===== config.mk =====
export PLATFORM = sky130hd
export DESIGN_NAME = ds3_los_det
export DESIGN_NICKNAME = d
export VERILOG_FILES = /design/src/rtl/ds3_los_pkg.sv /design/src/rtl/ds3_los_sync.sv /design/src/rtl/ds3_los_zero_run.sv /design/src/rtl/ds3_los_density.sv /design/src/rtl/ds3_los_det.sv
export SDC_FILE = /design/constraint.sdc
export NUM_CORES = 1
export LEC_CHECK = 0
export ABC_AREA = 1
export BUFFER_PORTS_ARGS = -buffer_cell sky130_fd_sc_hd__buf_2
export CAP_MARGIN = 20
export CORE_ASPECT_RATIO = 0.6
export CORE_MARGIN = 3
export CORE_UTILIZATION = 52
export CTS_CLUSTER_SIZE = 24
export DETAILED_ROUTE_END_ITERATION = 12
export HOLD_SLACK_MARGIN = 0.03
export PLACE_DENSITY_LB_ADDON = 0.3
export RECOVER_POWER = 50
export SLEW_MARGIN = 20
export SYNTH_ARGS = -nofsm -noshare
export SYNTH_HDL_FRONTEND = slang
export SYNTH_SLANG_ARGS = --single-unit
export TNS_END_PERCENT = 1

===== constraint.sdc =====
create_clock -name clk -period 1.7 [get_ports clk]
set_input_delay 0.085 -clock clk [delete_from_list [all_inputs] [get_ports clk]]
set_output_delay 0.085 -clock clk [all_outputs]
set_load 0.005 [all_outputs]

===== src/rtl/ds3_los_pkg.sv =====
package ds3_los_pkg;

    localparam int ZERO_LIMIT_DEF = 180;
    localparam int BLOCK_LEN_DEF  = 180;
    localparam int ONES_MIN_DEF   = 60;
    localparam int STAT_W         = 8;
    localparam int STAT_EXT_BIT   = 0;
    localparam int STAT_LOS_BIT   = 1;

    typedef enum logic {
        LINE_OK   = 1'b0,
        LINE_LOST = 1'b1
    } los_state_t;

    typedef struct packed {
        logic valid;
        logic mark;
    } line_bit_t;

    function automatic line_bit_t take_bit(input logic en, input logic p, input logic n);
        line_bit_t b;
        b.valid = en;
        b.mark  = p | n;
        return b;
    endfunction

endpackage


===== src/rtl/ds3_los_sync.sv =====
module ds3_los_sync #(
    parameter int STAGES = 2
) (
    input  logic clk,
    input  logic rst,
    input  logic d_in,
    output logic q_out
);
    logic [STAGES-1:0] chain_q;

    always_ff @(posedge clk) begin
        if (rst) chain_q <= '0;
        else     chain_q <= {chain_q[STAGES-2:0], d_in};
    end

    assign q_out = chain_q[STAGES-1];
endmodule


===== src/rtl/ds3_los_zero_run.sv =====
module ds3_los_zero_run
    import ds3_los_pkg::*;
#(
    parameter int ZERO_LIMIT = ZERO_LIMIT_DEF
) (
    input  logic      clk,
    input  logic      rst,
    input  line_bit_t bit_in,
    input  logic      flag_set,
    input  logic      clr,
    output logic      limit_hit
);
    localparam int RUN_W = $clog2(ZERO_LIMIT + 1);
    localparam logic [RUN_W-1:0] RUN_MAX = RUN_W'(ZERO_LIMIT);
    localparam logic [RUN_W-1:0] RUN_PRE = RUN_W'(ZERO_LIMIT - 1);

    logic [RUN_W-1:0] run_q;

    always_ff @(posedge clk) begin
        if (rst || clr) begin
            run_q <= '0;
        end else if (bit_in.valid) begin
            if (bit_in.mark)         run_q <= '0;
            else if (run_q != RUN_MAX) run_q <= run_q + 1'b1;
        end
    end

    assign limit_hit = bit_in.valid && !bit_in.mark && !flag_set && (run_q == RUN_PRE);
endmodule


===== src/rtl/ds3_los_density.sv =====
module ds3_los_density
    import ds3_los_pkg::*;
#(
    parameter int BLOCK_LEN = BLOCK_LEN_DEF,
    parameter int ONES_MIN  = ONES_MIN_DEF
) (
    input  logic      clk,
    input  logic      rst,
    input  line_bit_t bit_in,
    input  logic      active,
    output logic      release_hit
);
    localparam int POS_W  = $clog2(BLOCK_LEN);
    localparam int ONES_W = $clog2(BLOCK_LEN + 1);
    localparam logic [POS_W-1:0]  POS_LAST = POS_W'(BLOCK_LEN - 1);
    localparam logic [ONES_W-1:0] ONES_THR = ONES_W'(ONES_MIN);

    logic [POS_W-1:0]  pos_q;
    logic [ONES_W-1:0] ones_q;
    logic [ONES_W-1:0] ones_nx;
    logic              last_bit;

    assign ones_nx  = ones_q + {{(ONES_W-1){1'b0}}, bit_in.mark};
    assign last_bit = active && bit_in.valid && (pos_q == POS_LAST);

    always_ff @(posedge clk) begin
        if (rst || !active) begin
            pos_q  <= '0;
            ones_q <= '0;
        end else if (bit_in.valid) begin
            if (pos_q == POS_LAST) begin
                pos_q  <= '0;
                ones_q <= '0;
            end else begin
                pos_q  <= pos_q + 1'b1;
                ones_q <= ones_nx;
            end
        end
    end

    assign release_hit = last_bit && (ones_nx >= ONES_THR);
endmodule


===== src/rtl/ds3_los_det.sv =====
module ds3_los_det
    import ds3_los_pkg::*;
#(
    parameter int ZERO_LIMIT = ZERO_LIMIT_DEF,
    parameter int BLOCK_LEN  = BLOCK_LEN_DEF,
    parameter int ONES_MIN   = ONES_MIN_DEF,
    parameter int SYNC_STAGES = 2
) (
    input  logic              clk,
    input  logic              rst,
    input  logic              bit_en,
    input  logic              rpos,
    input  logic              rneg,
    input  logic              ext_los_in,
    output logic              framer_los,
    output logic              los_alarm,
    output logic [STAT_W-1:0] line_stat
);
    line_bit_t  cur_bit;
    los_state_t state_q;
    logic       set_hit;
    logic       rel_hit;
    logic       ext_sync;
    logic       lost;

    assign cur_bit = take_bit(bit_en, rpos, rneg);
    assign lost    = (state_q == LINE_LOST);

    ds3_los_sync #(.STAGES(SYNC_STAGES)) sync_i (
        .clk   (clk),
        .rst   (rst),
        .d_in  (ext_los_in),
        .q_out (ext_sync)
    );

    ds3_los_zero_run #(.ZERO_LIMIT(ZERO_LIMIT)) zrun_i (
        .clk       (clk),
        .rst       (rst),
        .bit_in    (cur_bit),
        .flag_set  (lost),
        .clr       (rel_hit),
        .limit_hit (set_hit)
    );

    ds3_los_density #(.BLOCK_LEN(BLOCK_LEN), .ONES_MIN(ONES_MIN)) dens_i (
        .clk         (clk),
        .rst         (rst),
        .bit_in      (cur_bit),
        .active      (lost),
        .release_hit (rel_hit)
    );

    always_ff @(posedge clk) begin
        if (rst)          state_q <= LINE_OK;
        else if (set_hit) state_q <= LINE_LOST;
        else if (rel_hit) state_q <= LINE_OK;
    end

    assign framer_los = lost;
    assign los_alarm  = lost | ext_sync;

    always_comb begin
        line_stat               = '0;
        line_stat[STAT_EXT_BIT] = ext_sync;
        line_stat[STAT_LOS_BIT] = lost;
    end
endmodule


==> results.sh, run 1 <==
export IMPL_timing_setup_critical_path_class="reg -> reg"
export IMPL_final_period_minus_worst_setup_slack_ns=1.559
export IMPL_yosysSeqAreaShare_pct=33.75
export IMPL_post_route_cells_drive_above_1_share_pct=19.01
export IMPL_chipWidth_um=77.65
export IMPL_antenna_diode_count=0
export IMPL_synth_seq_cells=27
export IMPL_end_kind="flip-flop"
export IMPL_fin_crit_sh_pct=91.72
export IMPL_timing_hold_ws_ns=0.2133
export IMPL_die_area_mm2=0.003803
export IMPL_detailed_place_hpwl_um=2314
export IMPL_cp_cell_sequence="ha_4 > ha_4 > nand2_2 > nor2_4 > nand2_1 > nand2_1 > nand2_2 > nor2_1 > nand2_1 > nand2_2 > nand2_4 > nor2_2"
export IMPL_synth_top_cell_by_area="sky130_fd_sc_hd__dfxtp_1"
export IMPL_final_setup_viol_count=0
export IMPL_die_h_um=48.99
export IMPL_maxClockFrequency_ghz=0.6414
export IMPL_mapped_cell_area_mm2=0.001602
export IMPL_power_density_mw_per_mm2=590.9
export IMPL_postCtsSetupBuffers=0
export IMPL_critical_path_max_stage_delay_ns=0.36
export IMPL_report_final_hold_viol_count=0
export IMPL_slew_viol_final=0
export IMPL_route_detailed_vias_per_inst=4.933
export IMPL_drtPass1Iterations=4
export IMPL_fin_nets=255
export IMPL_yosys_cell_count_top_type="sky130_fd_sc_hd__nand2_1"
export IMPL_clkSlewWorstSetupHoldPaths_ns=0.09
export IMPL_layout_area_overhead_vs_synth_pct=11.17
export IMPL_hold_path_cell_count=3
export IMPL_maxCapViolations=0
export IMPL_totalPowerFinal_w=0.001052
export IMPL_synth_top_flop_cell="sky130_fd_sc_hd__dfxtp_1"
export IMPL_cp_data_required_time_ns=1.92
export IMPL_placement_io_buffers=9
export IMPL_cp_data_arrival_time_ns=1.78
export IMPL_routabilityCongestion=0.9597
export IMPL_ir_drop_mv=0.4009
export IMPL_root_buffer="sky130_fd_sc_hd__clkbuf_8"
export IMPL_numCtsBuffers=3
export IMPL_track_usage_pct=17.68
export IMPL_synth_area_top_cells="sky130_fd_sc_hd__dfxtp_1 34%, sky130_fd_sc_hd__nand2_1 14%, sky130_fd_sc_hd__nor2_1 6.6%"
export IMPL_rows=14
export IMPL_cp_start_kind="flip-flop"
export IMPL_initialDrtViolationCount=85
export IMPL_cts_tree="built"
export IMPL_holdCritPathClass="in -> reg"
export IMPL_area_of_the_core_mm2=0.002715
export IMPL_mapped_cells=228
export IMPL_ff2ff_setup_slack_ns=0.14
export IMPL_fin_setup_tns_ns=0
export IMPL_cts_num_sinks=27
export IMPL_global_route_overflow_total=0
export IMPL_max_clock_path_buffers=2
export IMPL_clock_latency_ns=0.27
export IMPL_synth_edff_count=0
export IMPL_critPathSlowestCell="sky130_fd_sc_hd__dfxtp_2"
export IMPL_synth_largest_type_area_fraction_pct=33.75
export IMPL_outcome="complete, no violations"
export IMPL_post_drt_wl_per_cell_um=11.28
export IMPL_antenna_found_initial=0
export IMPL_synth_top_cells_by_count="58 x sky130_fd_sc_hd__nand2_1, 28 x sky130_fd_sc_hd__nor2_1, 27 x sky130_fd_sc_hd__dfxtp_1"
export IMPL_power_leakage_nw=0.6610
export IMPL_start_util_pct=58.99
export IMPL_syn_mean_instance_area_um2=7.024
export IMPL_worst_path_max_fanout=8
export IMPL_wirelength_um=3181
export IMPL_drtAntennaViolNets=0
export IMPL_final_core_util_pct=65.58
export IMPL_detail_route_drc_violations=0
export IMPL_worstReg2RegStart="dens_i.ones_q[0]"
export IMPL_worstRegToRegCells=12
export IMPL_finClkSkew_ns=0.006529
export IMPL_cts_htree_levels=1
export IMPL_grt_max_degree=16
export IMPL_via_count_of_the_first_global_routing_pass=1219
export IMPL_yosys_warnings=0
export IMPL_async_flop_share_pct=0
export IMPL_via_count=1391
export IMPL_wire_length_of_the_first_global_routing_pass_um=5354
export IMPL_timing_rr_end="zrun_i.run_q[3]"
export IMPL_ioPinCount=16
export IMPL_synth_cell_type_count=34
export IMPL_worst_hold_startpoint="bit_en"
export IMPL_whs_endpoint="dens_i.pos_q[2]"
metal layers:
metal / track usage [%] / share of wire [%] / up-vias
li1: - / - / 743
met1: 26.20 / 52 / 603
met2: 25.00 / 41 / 41
met3: 4.982 / 5.8 / 4
met4: 3.846 / 0.97 / 0
met5: 0 / 0 / -
logic make-up (layout without fill, tap and decap cells):
group	count (synthesis)	after routing	synth area share (%)
flip-flops	27	27	33.75
AO/OA/AOI/OAI	26	26	10.55
other	1	6	0.2342
XOR/XNOR	2	2	1.094
AND/OR/NAND/NOR	128	128	37.73
adder cells (fa/ha/maj)	6	6	4.687
buffers and inverters	38	47	11.95
final cells by class:
| class | count | area [µm²] |
|---|---|---|
| fillers | 245 | 934.6 |
| multi-input cells | 168 | 929.6 |
| flip-flops and latches | 27 | 541.8 |
| repair buffers | 18 | 118.9 |
| inverters | 25 | 93.84 |
| well taps | 40 | 50.05 |
| clock buffers | 3 | 41.29 |
| clock inverters | 1 | 5.005 |
cell usage in the layout, fill, tap and decap left out, drive strengths merged, types with 5 or more instances in the layout:
master	n
nand2	62
nor2	33
dfxtp	27
inv	24
nand3	18
a21oi	16
buf	14
conb	6
ha	6
nor3	5
sequential cells by signal, summed over array words and instances (netlist names):
| register | count |
|---|---|
| framer_los | 1 |
| zrun_i.run_q | 8 |
| sync_i.chain_q | 2 |
| dens_i.ones_q | 8 |
| dens_i.pos_q | 8 |
how the worst max path moves through the flow:
stage	depth (start not counted)	from	to	slack, ns
after floorplan	12	rneg	zrun_i.run_q[0]	0.06
after global placement	13	rneg	zrun_i.run_q[7]	0.09
after detailed placement	13	rneg	zrun_i.run_q[3]	0.06
after CTS	12	dens_i.ones_q[0]	zrun_i.run_q[3]	0.06
after global routing	11	dens_i.ones_q[0]	zrun_i.run_q[3]	-0.01
final	12	dens_i.ones_q[0]	zrun_i.run_q[3]	0.14
where the power goes:
| group | leakage, nW | switching (W) | total, W | internal [W] |
|---|---|---|---|---|
| Combinational | 0.417 | 0.0000401 | 0.0000595 | 0.0000194 |
| Sequential | 0.218 | 0.00000201 | 0.000637 | 0.000635 |
| Clock | 0.0255 | 0.000191 | 0.000355 | 0.000164 |
| Total | 0.661 | 0.000233 | 0.00105 | 0.000819 |
what timing repair did:
| item | CTS | global route |
|---|---|---|
| endpoints found under the setup margin | 0 | 8 |
| hold buffers | 3 | 0 |
| endpoints found under the hold margin | 2 | 0 |
| gates resized for setup | 0 | 12 |
critical path, delay by kind of cell, from the launching register on:
kind / cells / cell delay, ns
and+or+nand+nor: 10 / 0.88
DFF: 1 / 0.36
adders and majority gates: 2 / 0.27
metrics by stage:
stage,cell area (µm²),setup slack (ns),std cells
after detailed placement,1663,0.06336,275
after global routing,1780,-0.01054,282
after global placement,1663,0.08591,275
final,1780,0.1408,282
after floorplan,1620,0.05505,233
after CTS,1739,0.06046,282
Power figures use the tool's default switching activity.
==> inputs of run 2 (changes only) <==
--- a/config.mk
+++ b/config.mk
@@ -9,12 +9,11 @@
 export BUFFER_PORTS_ARGS = -buffer_cell sky130_fd_sc_hd__buf_2
 export CAP_MARGIN = 20
 export CORE_ASPECT_RATIO = 0.6
-export CORE_MARGIN = 3
 export CORE_UTILIZATION = 52
 export CTS_CLUSTER_SIZE = 24
 export DETAILED_ROUTE_END_ITERATION = 12
 export HOLD_SLACK_MARGIN = 0.03
-export PLACE_DENSITY_LB_ADDON = 0.3
+export PLACE_DENSITY = 0.8
 export RECOVER_POWER = 50
 export SLEW_MARGIN = 20
 export SYNTH_ARGS = -nofsm -noshare
==> constraint.sdc (replaced) <==
create_clock -name clk -period 1.7 [get_ports clk]
set_input_delay 0.34 -clock clk [delete_from_list [all_inputs] [get_ports clk]]
set_output_delay 0.34 -clock clk [all_outputs]
set_load 0.005 [all_outputs]
==> results.sh, run 2 (synthesis results as in run 1) <==
export IMPL_outcome="complete, no violations"
export IMPL_report_final_hold_viol_count=0
export IMPL_die_h_um=44.99
export IMPL_layout_area_overhead_vs_synth_pct=9.375
export IMPL_met2RoutedLength_um=1186
export IMPL_die_area_mm2=0.003313
export IMPL_grt_setup_unrepaired="false"
export IMPL_hold_path_cell_count=3
export IMPL_routabilityCongestion=0.8181
export IMPL_wire_length_of_the_first_global_routing_pass_um=5043
export IMPL_root_buffer="sky130_fd_sc_hd__clkbuf_8"
export IMPL_numCtsBuffers=3
export IMPL_ioPinCount=16
export IMPL_post_route_worst_setup_slack_ns=0.1601
export IMPL_start_util_pct=55.41
export IMPL_routed_wl_met3_um=233
export IMPL_final_setup_viol_count=0
export IMPL_chipWidth_um=73.65
export IMPL_postPlaceCellArea_mm2=0.001693
export IMPL_worst_path_max_fanout=13
export IMPL_power_leakage_nw=0.6479
export IMPL_post_drt_wl_per_cell_um=11.38
export IMPL_mostFrequentLayoutCells="58 x sky130_fd_sc_hd__nand2_1, 27 x sky130_fd_sc_hd__nor2_1, 26 x sky130_fd_sc_hd__dfxtp_1"
export IMPL_fin_nets=253
export IMPL_route_detailed_vias_per_inst=5.032
export IMPL_pre_cts_slack_ns=-0.04765
export IMPL_clock_latency_ns=0.27
export IMPL_cp_start_kind="flip-flop"
export IMPL_drtAntennaViolNets=0
export IMPL_worst_hold_startpoint="ext_los_in"
export IMPL_maxClockFrequency_ghz=0.6494
export IMPL_holdBufCountCts=0
export IMPL_track_usage_pct=20.64
export IMPL_max_clock_path_buffers=2
export IMPL_antenna_diode_count=0
export IMPL_reg_largest_list="dens_i.ones_q x8, dens_i.pos_q x8, zrun_i.run_q x8"
export IMPL_mostFrequentLayoutCell="sky130_fd_sc_hd__nand2_1"
export IMPL_area_of_the_core_mm2=0.002890
export IMPL_detail_route_drc_violations=0
export IMPL_worstRegToRegCells=9
export IMPL_ir_drop_mv=0.3785
export IMPL_totalPowerFinal_w=0.001061
export IMPL_final_period_minus_worst_setup_slack_ns=1.540
export IMPL_antenna_found_initial=0
export IMPL_rows=15
export IMPL_power_density_mw_per_mm2=605.9
export IMPL_via_count_of_the_first_global_routing_pass=1049
export IMPL_grt_max_degree=15
export IMPL_end_kind="flip-flop"
export IMPL_drtPass1Iterations=4
export IMPL_post_route_cells_drive_above_1_share_pct=18.33
export IMPL_initialDrtViolationCount=120
export IMPL_topRoutingLayerUsed="met4"
export IMPL_detailed_place_hpwl_um=2479
export IMPL_placement_io_buffers=9
export IMPL_cts_htree_levels=1
export IMPL_maxCapViolations=0
export IMPL_via_count=1419
export IMPL_ff2ff_setup_slack_ns=0.16
export IMPL_timing_setup_critical_path_class="reg -> reg"
export IMPL_holdCritPathClass="in -> reg"
export IMPL_cp_data_required_time_ns=1.92
export IMPL_cp_data_arrival_time_ns=1.76
export IMPL_clkSlewWorstSetupHoldPaths_ns=0.08
export IMPL_worstReg2RegStart="zrun_i.run_q[0]"
export IMPL_whs_endpoint="sync_i.chain_q[0]"
export IMPL_m1WireLength_um=1748
export IMPL_timing_rr_end="zrun_i.run_q[0]"
export IMPL_cts_tree="built"
export IMPL_final_area_mm2=0.001752
export IMPL_fin_crit_sh_pct=90.58
export IMPL_final_core_util_pct=60.61
export IMPL_finClkSkew_ns=0.005501
export IMPL_global_route_overflow_total=0
export IMPL_cts_num_sinks=27
export IMPL_wirelength_um=3208
export IMPL_slew_viol_final=0
==> run 2: timing repair <==
item,CTS,global route
resized for setup,0,4
setup buffers,0,1
endpoints found under the setup margin,0,8
==> run 2: worst max-delay path, stage by stage (launching register included) <==
cell and delay (ns):
sky130_fd_sc_hd__dfxtp_1 0.44, sky130_fd_sc_hd__inv_1 0.09, sky130_fd_sc_hd__ha_1 0.21, sky130_fd_sc_hd__nand2_1 0.07
sky130_fd_sc_hd__nor2_1 0.05, sky130_fd_sc_hd__nand3_2 0.11, sky130_fd_sc_hd__nand2_2 0.16, sky130_fd_sc_hd__o21ai_0 0.20
sky130_fd_sc_hd__inv_1 0.06, sky130_fd_sc_hd__nor2_1 0.09
==> run 2: routing by layer <==
metal / global-route usage, % / up-vias
met1: 33.74 / 636
met3: 4.688 / 5
met4: 5.769 / 0
met2: 25.69 / 42
met5: 0 / -
li1: - / 736
==> run 2: where the power goes <==
group          internal (W)  total (W)  switching [W]
Clock              0.000168   0.000365       0.000197
Sequential         0.000635   0.000638     0.00000250
Combinational     0.0000182  0.0000591      0.0000409
Total              0.000821    0.00106       0.000240
==> run 2: through the flow <==
stage          hold WS (ns)  setup TNS [ns]  std cells
2_1_floorplan        0.3883               0        233
3_3_place_gp         0.3957         -0.1312        277
3_5_place_dp         0.4086         -0.3198        277
4_1_cts              0.2616               0        281
5_1_grt              0.2614               0        282
6_report             0.2666               0        282
==> run 2: cell type report <==
class	count	area, µm²
clock buffer	4	45.04
fill	266	1139
inverter	25	93.84
multi-input combinational	168	922.1
sequential	27	541.8
tap	42	52.55
timing repair buffer	16	96.34
==> run 2: how the worst max path moves through the flow <==
stage | endpoint | start | slack [ns] | cells past startpoint
after floorplan | zrun_i.run_q[1] | rpos | 0.03 | 14
after global placement | zrun_i.run_q[7] | rpos | -0.02 | 15
after detailed placement | zrun_i.run_q[6] | rpos | -0.05 | 15
after CTS | zrun_i.run_q[6] | dens_i.ones_q[0] | 0.08 | 12
after global routing | zrun_i.run_q[4] | dens_i.ones_q[0] | 0.004 | 12
final | zrun_i.run_q[0] | zrun_i.run_q[0] | 0.16 | 9
